==> config.mk <==
export PLATFORM = sky130hd
export DESIGN_NAME = prio_irq_ctrl
export DESIGN_NICKNAME = d
export VERILOG_FILES = /design/src/rtl/prio_irq_pkg.sv /design/src/rtl/prio_irq_bank.sv /design/src/rtl/prio_irq_arb.sv /design/src/rtl/prio_irq_ctx.sv /design/src/rtl/prio_irq_ctrl.sv
export SDC_FILE = /design/constraint.sdc
export NUM_CORES = 1
export LEC_CHECK = 0
export BUFFER_PORTS_ARGS = -buffer_cell sky130_fd_sc_hd__buf_2
export CORE_UTILIZATION = 55
export DETAILED_ROUTE_END_ITERATION = 16
export GPL_ROUTABILITY_DRIVEN = 1
export PLACE_DENSITY = 0.81
export RECOVER_POWER = 50
export REMOVE_ABC_BUFFERS = 1
export SKIP_LAST_GASP = 1
export SLEW_MARGIN = 0
export SYNTH_ARGS = -nofsm -noshare
export SYNTH_HDL_FRONTEND = slang
export SYNTH_HIERARCHICAL = 1
export SYNTH_SLANG_ARGS = --single-unit
==> constraint.sdc <==
create_clock -name clk -period 1.7 [get_ports clk]
set_input_delay 0.17 -clock clk [delete_from_list [all_inputs] [get_ports clk]]
set_output_delay 0.17 -clock clk [all_outputs]
set_load 0.05 [all_outputs]
==> src/rtl/prio_irq_pkg.sv <==
package prio_irq_pkg;

   typedef enum logic [2:0] {
      RA_CTRL  = 3'd0,
      RA_CFLAG = 3'd1,
      RA_CEN   = 3'd2,
      RA_CPRI  = 3'd3,
      RA_PFLAG = 3'd4,
      RA_PEN   = 3'd5,
      RA_PPRI  = 3'd6
   } reg_addr_e;

   localparam int CTRL_W     = 3;
   localparam int CTRL_MODE  = 0;
   localparam int CTRL_G_HI  = 1;
   localparam int CTRL_G_LO  = 2;

   function automatic int max3(input int a, input int b, input int c);
      int m;
      m = (a > b) ? a : b;
      return (m > c) ? m : c;
   endfunction

endpackage

==> src/rtl/prio_irq_bank.sv <==
module prio_irq_bank #(
   parameter int N = 4
) (
   input  logic         clk,
   input  logic         rst_n,
   input  logic [N-1:0] evt,
   input  logic         wr_flag,
   input  logic         wr_en,
   input  logic         wr_pri,
   input  logic [N-1:0] wdata,
   output logic [N-1:0] flag,
   output logic [N-1:0] en,
   output logic [N-1:0] pri
);

   if (N < 1) begin : g_bad_n
      $error("prio_irq_bank: N must be at least 1");
   end

   for (genvar i = 0; i < N; i++) begin : g_bit
      logic f_q, e_q, p_q;

      always_ff @(posedge clk or negedge rst_n) begin
         if (!rst_n) begin
            f_q <= 1'b0;
            e_q <= 1'b0;
            p_q <= 1'b1;
         end else begin
            // a hardware event wins over a bus write in the same cycle
            f_q <= (wr_flag ? wdata[i] : f_q) | evt[i];
            if (wr_en)  e_q <= wdata[i];
            if (wr_pri) p_q <= wdata[i];
         end
      end

      assign flag[i] = f_q;
      assign en[i]   = e_q;
      assign pri[i]  = p_q;
   end

endmodule

==> src/rtl/prio_irq_arb.sv <==
module prio_irq_arb #(
   parameter int NC = 6,
   parameter int NP = 4
) (
   input  logic          clk,
   input  logic          rst_n,
   input  logic          mode,
   input  logic          g_hi,
   input  logic          g_lo,
   input  logic [NC-1:0] c_flag,
   input  logic [NC-1:0] c_en,
   input  logic [NC-1:0] c_pri,
   input  logic [NP-1:0] p_flag,
   input  logic [NP-1:0] p_en,
   input  logic [NP-1:0] p_pri,
   input  logic          ack,
   output logic          req,
   output logic          lvl_hi
);

   logic [NC-1:0] c_act;
   logic [NP-1:0] p_act;
   logic          any_c, any_p, any_hi, any_lo;
   logic          cand_flat, cand_hi, cand_lo, keep;
   logic          pres_v, pres_hi;

   always_comb begin
      c_act     = c_flag & c_en;
      p_act     = p_flag & p_en;
      any_c     = |c_act;
      any_p     = |p_act;
      any_hi    = (|(c_act & c_pri)) | (|(p_act & p_pri));
      any_lo    = (|(c_act & ~c_pri)) | (|(p_act & ~p_pri));
      cand_flat = g_hi & (any_c | (g_lo & any_p));
      cand_hi   = mode ? (g_hi & any_hi) : cand_flat;
      cand_lo   = mode & g_hi & g_lo & any_lo;
      keep      = pres_hi ? cand_hi : cand_lo;
   end

   always_ff @(posedge clk or negedge rst_n) begin
      if (!rst_n) begin
         pres_v  <= 1'b0;
         pres_hi <= 1'b1;
      end else if (ack && pres_v) begin
         pres_v <= 1'b0;
      end else if (pres_v) begin
         if (!keep) pres_v <= 1'b0;
      end else if (cand_hi || cand_lo) begin
         pres_v  <= 1'b1;
         pres_hi <= cand_hi;
      end
   end

   assign req    = pres_v;
   assign lvl_hi = pres_hi;

endmodule

==> src/rtl/prio_irq_ctx.sv <==
module prio_irq_ctx
   import prio_irq_pkg::*;
(
   input  logic              clk,
   input  logic              rst_n,
   input  logic              wr_ctrl,
   input  logic [CTRL_W-1:0] wdata,
   input  logic              ack_hi,
   input  logic              ack_lo,
   input  logic              ret,
   output logic              mode,
   output logic              g_hi,
   output logic              g_lo
);

   logic act_hi, act_lo;

   always_ff @(posedge clk or negedge rst_n) begin
      if (!rst_n) begin
         mode <= 1'b0;
      end else if (wr_ctrl) begin
         mode <= wdata[CTRL_MODE];
      end
   end

   // precedence: acknowledge, then return, then bus write
   always_ff @(posedge clk or negedge rst_n) begin
      if (!rst_n) begin
         g_hi   <= 1'b0;
         g_lo   <= 1'b0;
         act_hi <= 1'b0;
         act_lo <= 1'b0;
      end else if (ack_hi) begin
         g_hi   <= 1'b0;
         act_hi <= 1'b1;
      end else if (ack_lo) begin
         g_lo   <= 1'b0;
         act_lo <= 1'b1;
      end else if (ret) begin
         if (act_hi) begin
            g_hi   <= 1'b1;
            act_hi <= 1'b0;
         end else if (act_lo) begin
            g_lo   <= 1'b1;
            act_lo <= 1'b0;
         end else begin
            g_hi   <= 1'b1;
         end
      end else if (wr_ctrl) begin
         g_hi <= wdata[CTRL_G_HI];
         g_lo <= wdata[CTRL_G_LO];
      end
   end

endmodule

==> src/rtl/prio_irq_ctrl.sv <==
module prio_irq_ctrl
   import prio_irq_pkg::*;
#(
   parameter  int              N_CORE   = 6,
   parameter  int              N_PERIPH = 4,
   parameter  int              ADDR_W   = 21,
   parameter  logic [ADDR_W-1:0] VEC_HI = 21'h000008,
   parameter  logic [ADDR_W-1:0] VEC_LO = 21'h000018,
   localparam int              DW       = max3(N_CORE, N_PERIPH, CTRL_W)
) (
   input  logic                clk,
   input  logic                rst_n,
   input  logic [N_CORE-1:0]   evt_core,
   input  logic [N_PERIPH-1:0] evt_periph,
   input  logic                bus_wr,
   input  logic [2:0]          bus_waddr,
   input  logic [DW-1:0]       bus_wdata,
   input  logic [2:0]          bus_raddr,
   output logic [DW-1:0]       bus_rdata,
   output logic                irq_req,
   output logic [ADDR_W-1:0]   irq_vec,
   input  logic                irq_ack,
   input  logic                irq_ret
);

   if (N_CORE < 1 || N_PERIPH < 1) begin : g_bad_groups
      $error("prio_irq_ctrl: each group needs at least one source");
   end
   if (ADDR_W < 5) begin : g_bad_addr
      $error("prio_irq_ctrl: ADDR_W too small for the vectors");
   end
   if (VEC_HI == VEC_LO) begin : g_bad_vec
      $error("prio_irq_ctrl: the two vectors must differ");
   end

   logic [N_CORE-1:0]   c_flag, c_en, c_pri;
   logic [N_PERIPH-1:0] p_flag, p_en, p_pri;
   logic                mode_q, g_hi, g_lo;
   logic                lvl_hi, ack_hi, ack_lo;
   logic                wr_ctrl, wr_cf, wr_ce, wr_cp, wr_pf, wr_pe, wr_pp;

   always_comb begin
      wr_ctrl = bus_wr && (bus_waddr == RA_CTRL);
      wr_cf   = bus_wr && (bus_waddr == RA_CFLAG);
      wr_ce   = bus_wr && (bus_waddr == RA_CEN);
      wr_cp   = bus_wr && (bus_waddr == RA_CPRI);
      wr_pf   = bus_wr && (bus_waddr == RA_PFLAG);
      wr_pe   = bus_wr && (bus_waddr == RA_PEN);
      wr_pp   = bus_wr && (bus_waddr == RA_PPRI);
   end

   prio_irq_bank #(.N(N_CORE)) u_core (
      .clk     (clk),
      .rst_n   (rst_n),
      .evt     (evt_core),
      .wr_flag (wr_cf),
      .wr_en   (wr_ce),
      .wr_pri  (wr_cp),
      .wdata   (bus_wdata[N_CORE-1:0]),
      .flag    (c_flag),
      .en      (c_en),
      .pri     (c_pri)
   );

   prio_irq_bank #(.N(N_PERIPH)) u_periph (
      .clk     (clk),
      .rst_n   (rst_n),
      .evt     (evt_periph),
      .wr_flag (wr_pf),
      .wr_en   (wr_pe),
      .wr_pri  (wr_pp),
      .wdata   (bus_wdata[N_PERIPH-1:0]),
      .flag    (p_flag),
      .en      (p_en),
      .pri     (p_pri)
   );

   prio_irq_arb #(.NC(N_CORE), .NP(N_PERIPH)) u_arb (
      .clk    (clk),
      .rst_n  (rst_n),
      .mode   (mode_q),
      .g_hi   (g_hi),
      .g_lo   (g_lo),
      .c_flag (c_flag),
      .c_en   (c_en),
      .c_pri  (c_pri),
      .p_flag (p_flag),
      .p_en   (p_en),
      .p_pri  (p_pri),
      .ack    (irq_ack),
      .req    (irq_req),
      .lvl_hi (lvl_hi)
   );

   assign ack_hi = irq_ack && irq_req && lvl_hi;
   assign ack_lo = irq_ack && irq_req && !lvl_hi;

   prio_irq_ctx u_ctx (
      .clk     (clk),
      .rst_n   (rst_n),
      .wr_ctrl (wr_ctrl),
      .wdata   (bus_wdata[CTRL_W-1:0]),
      .ack_hi  (ack_hi),
      .ack_lo  (ack_lo),
      .ret     (irq_ret),
      .mode    (mode_q),
      .g_hi    (g_hi),
      .g_lo    (g_lo)
   );

   assign irq_vec = lvl_hi ? VEC_HI : VEC_LO;

   always_comb begin
      bus_rdata = '0;
      case (bus_raddr)
         RA_CTRL: begin
            bus_rdata[CTRL_MODE] = mode_q;
            bus_rdata[CTRL_G_HI] = g_hi;
            bus_rdata[CTRL_G_LO] = g_lo;
         end
         RA_CFLAG: bus_rdata[N_CORE-1:0]   = c_flag;
         RA_CEN:   bus_rdata[N_CORE-1:0]   = c_en;
         RA_CPRI:  bus_rdata[N_CORE-1:0]   = c_pri;
         RA_PFLAG: bus_rdata[N_PERIPH-1:0] = p_flag;
         RA_PEN:   bus_rdata[N_PERIPH-1:0] = p_en;
         RA_PPRI:  bus_rdata[N_PERIPH-1:0] = p_pri;
         default:  bus_rdata = '0;
      endcase
   end

endmodule

==> run metrics, run 1 <==
XOR/XNOR Fraction of Synth Area=0%; type of the worst min-delay path=in2reg; Yosys reg bits=37; min cycle time layout=1.699 ns; GR Layer Usage met1=a little under a third; vias in the first global route=1762; CORE AREA=between 0.004 and 0.005 mm2; DR iter-0 viols=137; simple-gate share of the synthesized area=between 15 and 20%; first-pass GRT wire length=approximately 8500 um; Top FF cell, synth=dfrtp_1; FILL cells=370; n_diodes=0; via count=1851; M3 GR Usage=approximately 5%; status=finished clean; kind of critical path=reg2out; fmax=between 0.5 and 0.6 GHz; Inserted Clock Buffers=5; fraction of registers with async set/reset=100.0%; post-synthesis sequential area ratio=a little under two fifths; GR Overflow Total=0; GPL Wtd Cong=between 0.8 and 0.9; Adder-Cell Fraction of Synth Area=0%; Synth area leader=dfrtp_1; Synth cell types=between 40 and 50; syn avg cell area=between 10 and 15 um2; Rel. slew slack=about 39%; Nets=about 300; CP endpoint kind=primary output; largest family of logic cells by synthesized area=buffers and inverters; critical path peak fanout=2; peak supply drop=approximately 0.00054 V; clk slew on worst S/H paths=0.07 ns; Port Buf Inserts=34; unrepaired setup endpoints after global routing=yes; GRT Max-Usage Layer=met2; Final WS setup=0.0007568 ns; # DRC=0; post-synthesis compound-gate area fraction=roughly an eighth; area delta synth->final=2.937%; total track usage=between 20% and 30%; drt total wl=roughly 5300 um; ranking of synthesized cells by area=dfrtp_1 (26%), buf_4 (15%), dfstp_2 (11%), mux2_2 (11%), a211o_1 (3.5%); PwrDens=1148 mW/mm2; antenna violations before repair=0; Longest Clk Path Bufs=2; Core Util, Final=59.02%; mux cell area share after synthesis=between 10% and 20%; Clock Latency Late Sink=0.29 ns; fin crit share=between 90% and 100%; die area=~0.0048 mm2; skew final=~0.0044 ns; hpwl dp=roughly 3600 um; drt via density=5.766; clk root buf=clkbuf_8; Cell Area, Placed=about 0.0024 mm2; fin. max-slew vios=0; cells after synthesis=between 200 and 300; share of cells above drive strength 1=a little under two fifths; die height=just under 70 um; Worst EP arrival=between 1.5 and 2 ns; Routed Antenna Nets=0; num rows=24; post-route cell area=0.002587 mm2; Worst-Margin Slew=0.9095 ns; EDFF count, synth=0; Max-cap violations=0; TritonCTS Sinks=37; pre-CTS WS=between 0.1 and 0.15 ns; Mapped Area=roughly 0.0025 mm2; top cell type's share of synthesized area=approximately 26%; Avg WL per Cell=approximately 16 um; Fin. Hold Viols=0; final setup fails=0; CP required=between 1.5 and 2 ns; P_leak=approximately 1.2 nW; startpoint types=flip-flop; CTS tree=built; Ys Warns=6; met2 GRT Util=approximately a third; IO Count=55; first-pass detailed-route iteration total=4; Die Span X=roughly 70 um; pin count of the biggest net entering global routing=38; Initial Util=57.33%; H-tree level count=2
-- power by group --
part           internal, W  total (W)  switching [W]
Sequential         0.00112    0.00133       0.000209
Combinational     0.000442    0.00107       0.000623
Clock             0.000287   0.000578       0.000291
Total              0.00185    0.00297        0.00112
-- synth_stat cells, types with 5 or more instances --
library cell  count
mux2_2           25
a21oi_1           5
nand3_1          12
nand2_1          15
nor2b_1           8
inv_1             5
o22ai_1           5
nor2_1           10
buf_4            51
a211o_1          10
dfrtp_1          26
mux2i_1           7
dfstp_2          11
-- path summary, 6_finish.rpt --
path | startpoint | endpoint | slack [ns] | depth (start not counted)
max | u_core/g_bit[3].p_q | bus_rdata[3] | 0.0008 | 4
min | evt_periph[3] | u_periph/g_bit[3].f_q | 0.07 | 2
max reg2reg | u_core/g_bit[3].p_q | u_arb/lvl_hi | 0.04 | 5
min reg2reg | u_ctx/act_hi | u_ctx/act_hi | 0.52 | 1
max in group asynchronous | rst_n | u_ctx/mode | 0.46 | 3
min in group asynchronous | rst_n | u_core/g_bit[1].f_q | 0.63 | 3
-- cell families (layout without fill, tap and decap cells) --
family	count (synthesis)	in the layout
AOI/OAI and AO/OA	43	43
buffers and inverters	62	62
DFF	37	37
muxes	32	32
other	2	20
and+or+nand+nor	75	75
-- worst max-delay path: stages (launching register included) --
cell,delay [ns]
dfstp_2,0.54
mux2i_1,0.06
or3_1,0.31
o211ai_1,0.10
buf_4,0.23
-- state kept, by name (all words and copies together) (netlist names) --
register / cells
u_periph/g_bit.p_q: 4
u_ctx/act_hi: 1
u_arb/lvl_hi: 1
u_ctx/g_lo: 1
u_arb/req: 1
u_core/g_bit.f_q: 6
u_core/g_bit.p_q: 6
u_periph/g_bit.f_q: 4
u_core/g_bit.e_q: 6
u_ctx/g_hi: 1
u_ctx/act_lo: 1
u_ctx/mode: 1
u_periph/g_bit.e_q: 4
-- cell type report --
type | count | area [um2] | share of cell area, %
Sequential cell | 37 | 942.2 | 36.41
Multi-Input combinational cell | 170 | 1180 | 45.60
Clock buffer | 7 | 76.32 | 2.950
Inverter | 5 | 18.77 | 0.7253
Timing Repair Buffer | 49 | 300.3 | 11.61
Clock inverter | 1 | 5.005 | 0.1934
Tap cell | 52 | 65.06 | 2.515
-- per-layer routing --
metal  wire [um]  part of all wire, %
met1        2365                   45
met2        2373                   45
met3         363                  6.9
met4         179                  3.4
met5           0                    0
-- repair_timing --
item | CTS | global route
pin swaps | 1 | 3
gates resized for setup | 4 | 5
endpoints found under the setup margin | 4 | 6
cloned | 0 | 0
buffers inserted | 3 | 4
hold buffers | 1 | 0
endpoints found under the hold margin | 26 | 0
-- layout by cell type, fill, tap and decap left out, types with 2 or more instances in the layout --
cell type	n
conb_1	20
inv_1	5
a22oi_1	4
o22ai_1	5
nor2_1	10
dfrtp_1	24
a211o_1	10
a2111oi_2	2
nand3_1	12
nor2b_2	4
nand2b_1	4
o21ai_0	3
nand2_1	15
and3b_1	2
a21oi_1	4
nand4_1	4
clkbuf_8	5
buf_4	15
dfrtp_2	2
buf_2	29
nor3_1	3
or3_1	2
and2b_1	2
and3_1	2
mux2i_1	7
mux2_2	25
clkbuf_1	4
or2_2	2
a22o_1	2
dfstp_2	11
a31oi_1	2
nor2b_1	8
-- stage by stage --
stage	instances	power [W]	TNS (ns)	hold WS [ns]
6_report	321	0.002970	0	0.06792
2_1_floorplan	212	0.002016	-0.1748	-0.1256
3_5_place_dp	305	0.002291	0	0.2410
3_3_place_gp	305	0.002263	0	0.2382
4_1_cts	317	0.002913	-0.02392	0.06520
5_1_grt	321	0.003133	-0.1054	0.07176
No activity file was read; power rests on OpenSTA's default activity.
==> inputs of run 2 (changes only) <==
Settings changed: REMOVE_ABC_BUFFERS 1 to unset.
==> run 2 against run 1 <==
Effect of this change: the run now ends with setup timing left; via count shrank 0.54%; core utilization rose by 0.37 points; global-route usage up 0.43 points; largest power group unchanged; highest routed layer unchanged.
==> run metrics, run 2 (synthesized netlist as in run 1, its figures left out) <==
status=complete, but fails checks (was finished clean); failing checks=setup timing; first-pass GRT wire length=8645 um (was 8535 um); Worst path slowest cell=dfstp_2 (unchanged); total track usage=22.89% (was 22.46%); Port Buf Inserts=34 (unchanged); CORE AREA=0.004384 mm2 (unchanged); Reg power frac=44.8% (was 44.7%); peak supply drop=0.0006378 V (was 0.0005429 V); CTS tree=built (unchanged); IO Count=55 (unchanged); # DRC=0 (unchanged); Final WS setup=-0.03103 ns (was 0.0007568 ns); GR Overflow Total=0 (unchanged); Longest Clk Path Bufs=2 (unchanged); Avg WL per Cell=15.75 um (was 16.45 um); via count=1841 (was 1851); GPL Wtd Cong=0.9001 (was 0.8628); post-route cell area=0.002604 mm2 (was 0.002587 mm2); H-tree level count=2 (unchanged); Worst-Margin Slew=1.122 ns (was 0.9095 ns); Cell Area, Placed=0.002461 mm2 (was 0.002429 mm2); drt total wl=5009 um (was 5280 um); area delta synth->final=3.584% (was 2.937%); Core Util, Final=59.39% (was 59.02%); Initial Util=57.33% (unchanged); slowest stage delay, CP=0.53 ns (was 0.54 ns); fin crit share=101.8% (was 99.96%); type of the worst min-delay path=in2reg (unchanged); antenna violations before repair=0 (unchanged); Max-cap violations=0 (unchanged); P_leak=1.158 nW (was 1.162 nW); Psw=0.001100 W (was 0.001123 W); n_diodes=0 (unchanged); clk slew on worst S/H paths=0.07 ns (about the same); Net Sw Frac=37.03% (was 37.81%); die area=0.004845 mm2 (unchanged); PwrDens=1141 mW/mm2 (was 1148 mW/mm2); Fin. Hold Viols=0 (unchanged); CP required=1.53 ns (about the same); drt via density=5.789 (was 5.766); Nets=293 (was 295); Inserted Clock Buffers=5 (unchanged); Worst EP arrival=1.56 ns (was 1.53 ns); fmax=0.5777 GHz (was 0.5885 GHz); hpwl dp=3816 um (was 3616 um); pin count of the biggest net entering global routing=20 (was 38); combinational power share=34.7% (was 35.9%); Clock Latency Late Sink=0.29 ns (about the same); Internal=0.001871 W (was 0.001847 W); Rel. slew slack=25.23% (was 39.36%); vias in the first global route=1714 (was 1762); Die Span X=69.61 um (unchanged); FILL cells=360 (was 370); unrepaired setup endpoints after global routing=yes (unchanged); commonest non-fill, non-tap cell in the layout=buf_2 (unchanged); kind of critical path=reg2out (unchanged); critical path peak fanout=2 (unchanged); final setup fails=1 (was 0); TritonCTS Sinks=37 (unchanged); pre-CTS WS=0.09461 ns (was 0.1056 ns); share of cells above drive strength 1=37.22% (was 38.29%); Largest regs=u_core/g_bit.e_q (6), u_core/g_bit.f_q (6), u_core/g_bit.p_q (6) (unchanged); DR iter-0 viols=158 (was 137); fin. max-slew vios=0 (unchanged); clk root buf=clkbuf_8 (unchanged); CP Cell Sequence=mux2i_1, or3_1, o211ai_1, buf_4 (unchanged); Clk pwr share=20.5% (was 19.5%); CP endpoint kind=primary output (unchanged); die height=69.61 um (unchanged); min cycle time layout=1.731 ns (was 1.699 ns); skew final=0.008319 ns (was 0.004361 ns); num rows=24 (unchanged); startpoint types=flip-flop (unchanged); most frequent cells in the layout=buf_2 (27), mux2_2 (25), dfrtp_1 (25), conb_1 (20), nand2_1 (15) (was buf_2 (29), mux2_2 (25), dfrtp_1 (24), conb_1 (20)); Routed Antenna Nets=0 (unchanged); first-pass detailed-route iteration total=5 (was 4)
==> run 2: changes by cell type in the layout (fill, tap and decap cells not counted), moves of 2 or more <==
cell     previous run  this run
a31oi_2             0         2
a31oi_1             2         0
buf_2              29        27
buf_6               0         2
buf_4              15        12
==> run 2: worst max-delay path: cells and delay by family (launching register included) <==
kind            cells  cell delay (ns)
simple gates        1             0.32
buf+inv             1             0.24
compound gates      1             0.12
flops               1             0.53
mux                 1             0.07
==> run 2: path summary, 6_finish.rpt <==
check	cells after the start	slack [ns]	endpoint	start
worst min-delay path	2	0.07	u_core/g_bit[2].f_q	evt_core[2]
worst min register to register	2	0.52	u_ctx/act_lo	u_ctx/act_lo
max in group asynchronous	3	0.34	u_core/g_bit[1].p_q	rst_n
worst max register to register	6	0.04	u_arb/req	u_periph/g_bit[2].p_q
worst max-delay path	4	-0.03	bus_rdata[3]	u_core/g_bit[3].p_q
min in group asynchronous	2	0.62	u_ctx/mode	rst_n
==> run 2: what timing repair did <==
item | in CTS | in global routing
hold endpoints to repair | 15 | 0
pin swaps | 1 | 2
setup endpoints to repair | 4 | 7
gates resized for setup | 6 | 5
setup buffers | 1 | 3
hold buffers | 1 | 0
==> run 2: final cells by class <==
type | instances | area, um2 | share of cell area (%)
clock buffer | 7 | 86.33 | 3.316
multi-input combinational | 170 | 1184 | 45.46
inverter | 5 | 18.77 | 0.7208
timing repair buffer | 47 | 309.0 | 11.87
tap | 52 | 65.06 | 2.499
sequential | 37 | 940.9 | 36.14
==> run 2: metal layers <==
layer	track usage [%]	vias to the layer above	wire length, um
met3	4.651	8	347
li1	-	852	-
met5	0	-	0
met1	32.08	884	2233
met2	35.81	97	2347
met4	6.803	0	80
==> run 2: stage by stage <==
stage	power, W	cells	hold WS, ns	setup TNS (ns)
finish	0.002971	318	0.06860	-0.03103
global placement	0.002299	306	0.1377	0
detailed placement	0.002316	306	0.1485	0
floorplan	0.002235	269	-0.1256	0
global route	0.003131	318	0.06473	-0.1825
CTS	0.002955	315	0.06817	-0.02833
==> run 2: power groups by stage <==
stage | Sequential (W) | Combinational (W) | Clock [W]
after global placement | 0.00134 | 0.000963 | 0
after CTS | 0.00132 | 0.00101 | 0.000622
after global routing | 0.00136 | 0.00110 | 0.000664
final | 0.00133 | 0.00103 | 0.000610
after detailed placement | 0.00134 | 0.000974 | 0
after floorplan | 0.00126 | 0.000973 | 0
==> inputs of run 3 (changes only) <==
Settings changed: CORE_ASPECT_RATIO set to 1.5, CORE_UTILIZATION 55 to 59, GPL_ROUTABILITY_DRIVEN 1 to unset, PLACE_DENSITY 0.81 to 0.86.
Clock period 1.7 ns to 2 ns, I/O delays scaled along.
==> run 3 against run 2 <==
Effect of this change: the flow finishes with violations (capacitance limit, slew limit); core utilization is 1.6 points higher; design area shrank 5.6%; worst hold slack better by 0.027 ns; non-clock buffer count is 10 lower; clock-buffer cell count shrank 2; first-iteration DRC count down 61%; sequential share of layout area is 2.1 points higher; final cell count fell by 5.0%; flip-flop and latch count stayed put; sequential power shrank 15%; critical path type unchanged; largest cell class unchanged.
==> run metrics, run 3 (synthesized netlist as in run 1, its figures left out) <==
Initial Util=62.39% (was 57.33%); antenna violations before repair=0 (unchanged); unrepaired setup endpoints after global routing=no (was yes); Multi-input gate area=0.001170 mm2 (was 0.001184 mm2); cts hold-fix bufs=0 (was 1); P_leak=1.097 nW (was 1.158 nW); fin crit share=approximately nine tenths; Setup crit end=bus_rdata[3] (unchanged); first-pass detailed-route iteration total=4 (was 5); R2R Path End=u_arb/req (unchanged); peak supply drop=0.0006902 V (was 0.0006378 V); CP required=1.80 ns (was 1.53 ns); # DRC=0 (unchanged); CORE AREA=0.004029 mm2 (was 0.004384 mm2); GR Overflow Total=0 (unchanged); Largest regs=u_core/g_bit.e_q (6), u_core/g_bit.f_q (6), u_core/g_bit.p_q (6) (unchanged); drt via density=5.815 (was 5.789); final setup fails=0 (was 1); fin. max-slew vios=38 (was 0); worst hold slack=0.09609 ns (was 0.06860 ns); PostCTS Resize Cnt=0 (was 6); Routed Antenna Nets=0 (unchanged); skew final=0.008030 ns (was 0.008319 ns); Worst-Margin Slew=1.926 ns (was 1.122 ns); Reg area=939.7 um2 (was 940.9 um2); reg2reg path depth=5 (was 6); PwrDens=996.2 mW/mm2 (was 1141 mW/mm2); Setup TNS=0 ns (was -0.03103 ns); commonest non-fill, non-tap cell in the layout=buf_2 (unchanged); Worst EP arrival=1.63 ns (was 1.56 ns); setup bufs post-CTS=0 (was 1); TritonCTS Sinks=37 (unchanged); FILL cells=367 (was 360); drt total wl=4998 um (was 5009 um); Longest Clk Path Bufs=2 (unchanged); Fin. Hold Viols=0 (unchanged); Die Span X=55.30 um (was 69.61 um); num rows=28 (was 24); Port Buf Inserts=34 (unchanged); first-pass GRT wire length=8059 um (was 8645 um); min cycle time layout=between 1.5 and 2 ns; Crit Reg-Reg Startpoint=u_core/g_bit[0].p_q (was u_periph/g_bit[2].p_q); Avg WL per Cell=16.55 um (was 15.75 um); area delta synth->final=-2.240% (was 3.584%); Crit. Startpoint=u_core/g_bit[3].p_q (unchanged); share of cells above drive strength 1=34.63% (was 37.22%); r2r setup slk=0.38 ns (was 0.04 ns); critical path peak fanout=4 (was 2); pin count of the biggest net entering global routing=38 (was 20); GPL Wtd Cong=0.9084 (was 0.9001); CP endpoint kind=primary output (unchanged); pre-CTS WS=0.3695 ns (was 0.09461 ns); Rel. slew slack=-28.43% (was 25.23%); most frequent cells in the layout=buf_2 (32), dfrtp_1 (26), mux2_2 (25), conb_1 (20), nand2_1 (15) (was buf_2 (27), mux2_2 (25), dfrtp_1 (25), conb_1 (20), nand2_1 (15)); die height=81.94 um (was 69.61 um); H-tree level count=2 (unchanged); type of the worst min-delay path=in2reg (unchanged); via count=1756 (was 1841); Inserted Clock Buffers=5 (unchanged); status=complete, but fails checks (unchanged); min-delay src=evt_periph[1] (was evt_core[2]); Nets=283 (was 293); n_diodes=0 (unchanged); failing checks=capacitance limit, slew limit (was setup timing); clk slew on worst S/H paths=0.08 ns (was 0.07 ns); Max-cap violations=1 (was 0); kind of critical path=reg2out (unchanged); Clock Latency Late Sink=0.29 ns (about the same); die area=0.004531 mm2 (was 0.004845 mm2); fmax=between 0.5 and 0.6 GHz; vias in the first global route=1687 (was 1714); startpoint types=flip-flop (unchanged); clk root buf=clkbuf_8 (unchanged); Final WS setup=0.1709 ns (was -0.03103 ns); CTS tree=built (unchanged); total track usage=23.34% (was 22.89%); DR iter-0 viols=61 (was 158); hpwl dp=3780 um (was 3816 um); IO Count=55 (unchanged); Core Util, Final=60.99% (was 59.39%)
-- run 3: final cells by class --
| class | instances | share of cell area (%) |
|---|---|---|
| inverter | 5 | 0.7637 |
| timing repair buffer | 37 | 7.587 |
| clock buffer | 5 | 2.800 |
| tap | 45 | 2.291 |
| sequential | 37 | 38.24 |
| multi-input combinational | 170 | 47.61 |
| clock inverter | 3 | 0.7128 |
-- run 3: worst min-delay path by stage --
stage | cells after the start | to | slack, ns
after floorplan | 0 | u_arb/req | -0.1
after global placement | 1 | u_core/g_bit[3].f_q | 0.32
after detailed placement | 1 | u_core/g_bit[3].f_q | 0.34
after CTS | 1 | u_periph/g_bit[0].e_q | 0.03
after global routing | 2 | u_periph/g_bit[3].f_q | 0.08
final | 2 | u_periph/g_bit[1].f_q | 0.1
-- run 3: per-stage QoR --
stage,cells,area [um2],total power (W)
after global placement,294,2377,0.001921
after floorplan,269,2581,0.001895
after global routing,302,2457,0.002577
after CTS,302,2464,0.002458
after detailed placement,294,2377,0.001948
final,302,2457,0.002448
-- run 3: worst max-delay path, cell delays in order, from the launching register on --
cell	delay [ns]
dfstp_2	0.57
mux2i_1	0.07
or3_1	0.31
o211ai_1	0.10
buf_2	0.30
-- run 3: report_power, final --
part / total [W] / internal [W] / switching, W
registers: 0.00113 / 0.000950 / 0.000185
logic: 0.000806 / 0.000321 / 0.000485
clock network: 0.000508 / 0.000240 / 0.000267
total: 0.00245 / 0.00151 / 0.000937
-- run 3: per-layer routing --
layer | track usage (%) | share of wire, %
met1 | 26.97 | 42
met2 | 40.72 | 51
met3 | 4.567 | 4.7
met4 | 13.00 | 2.4
met5 | 0 | 0
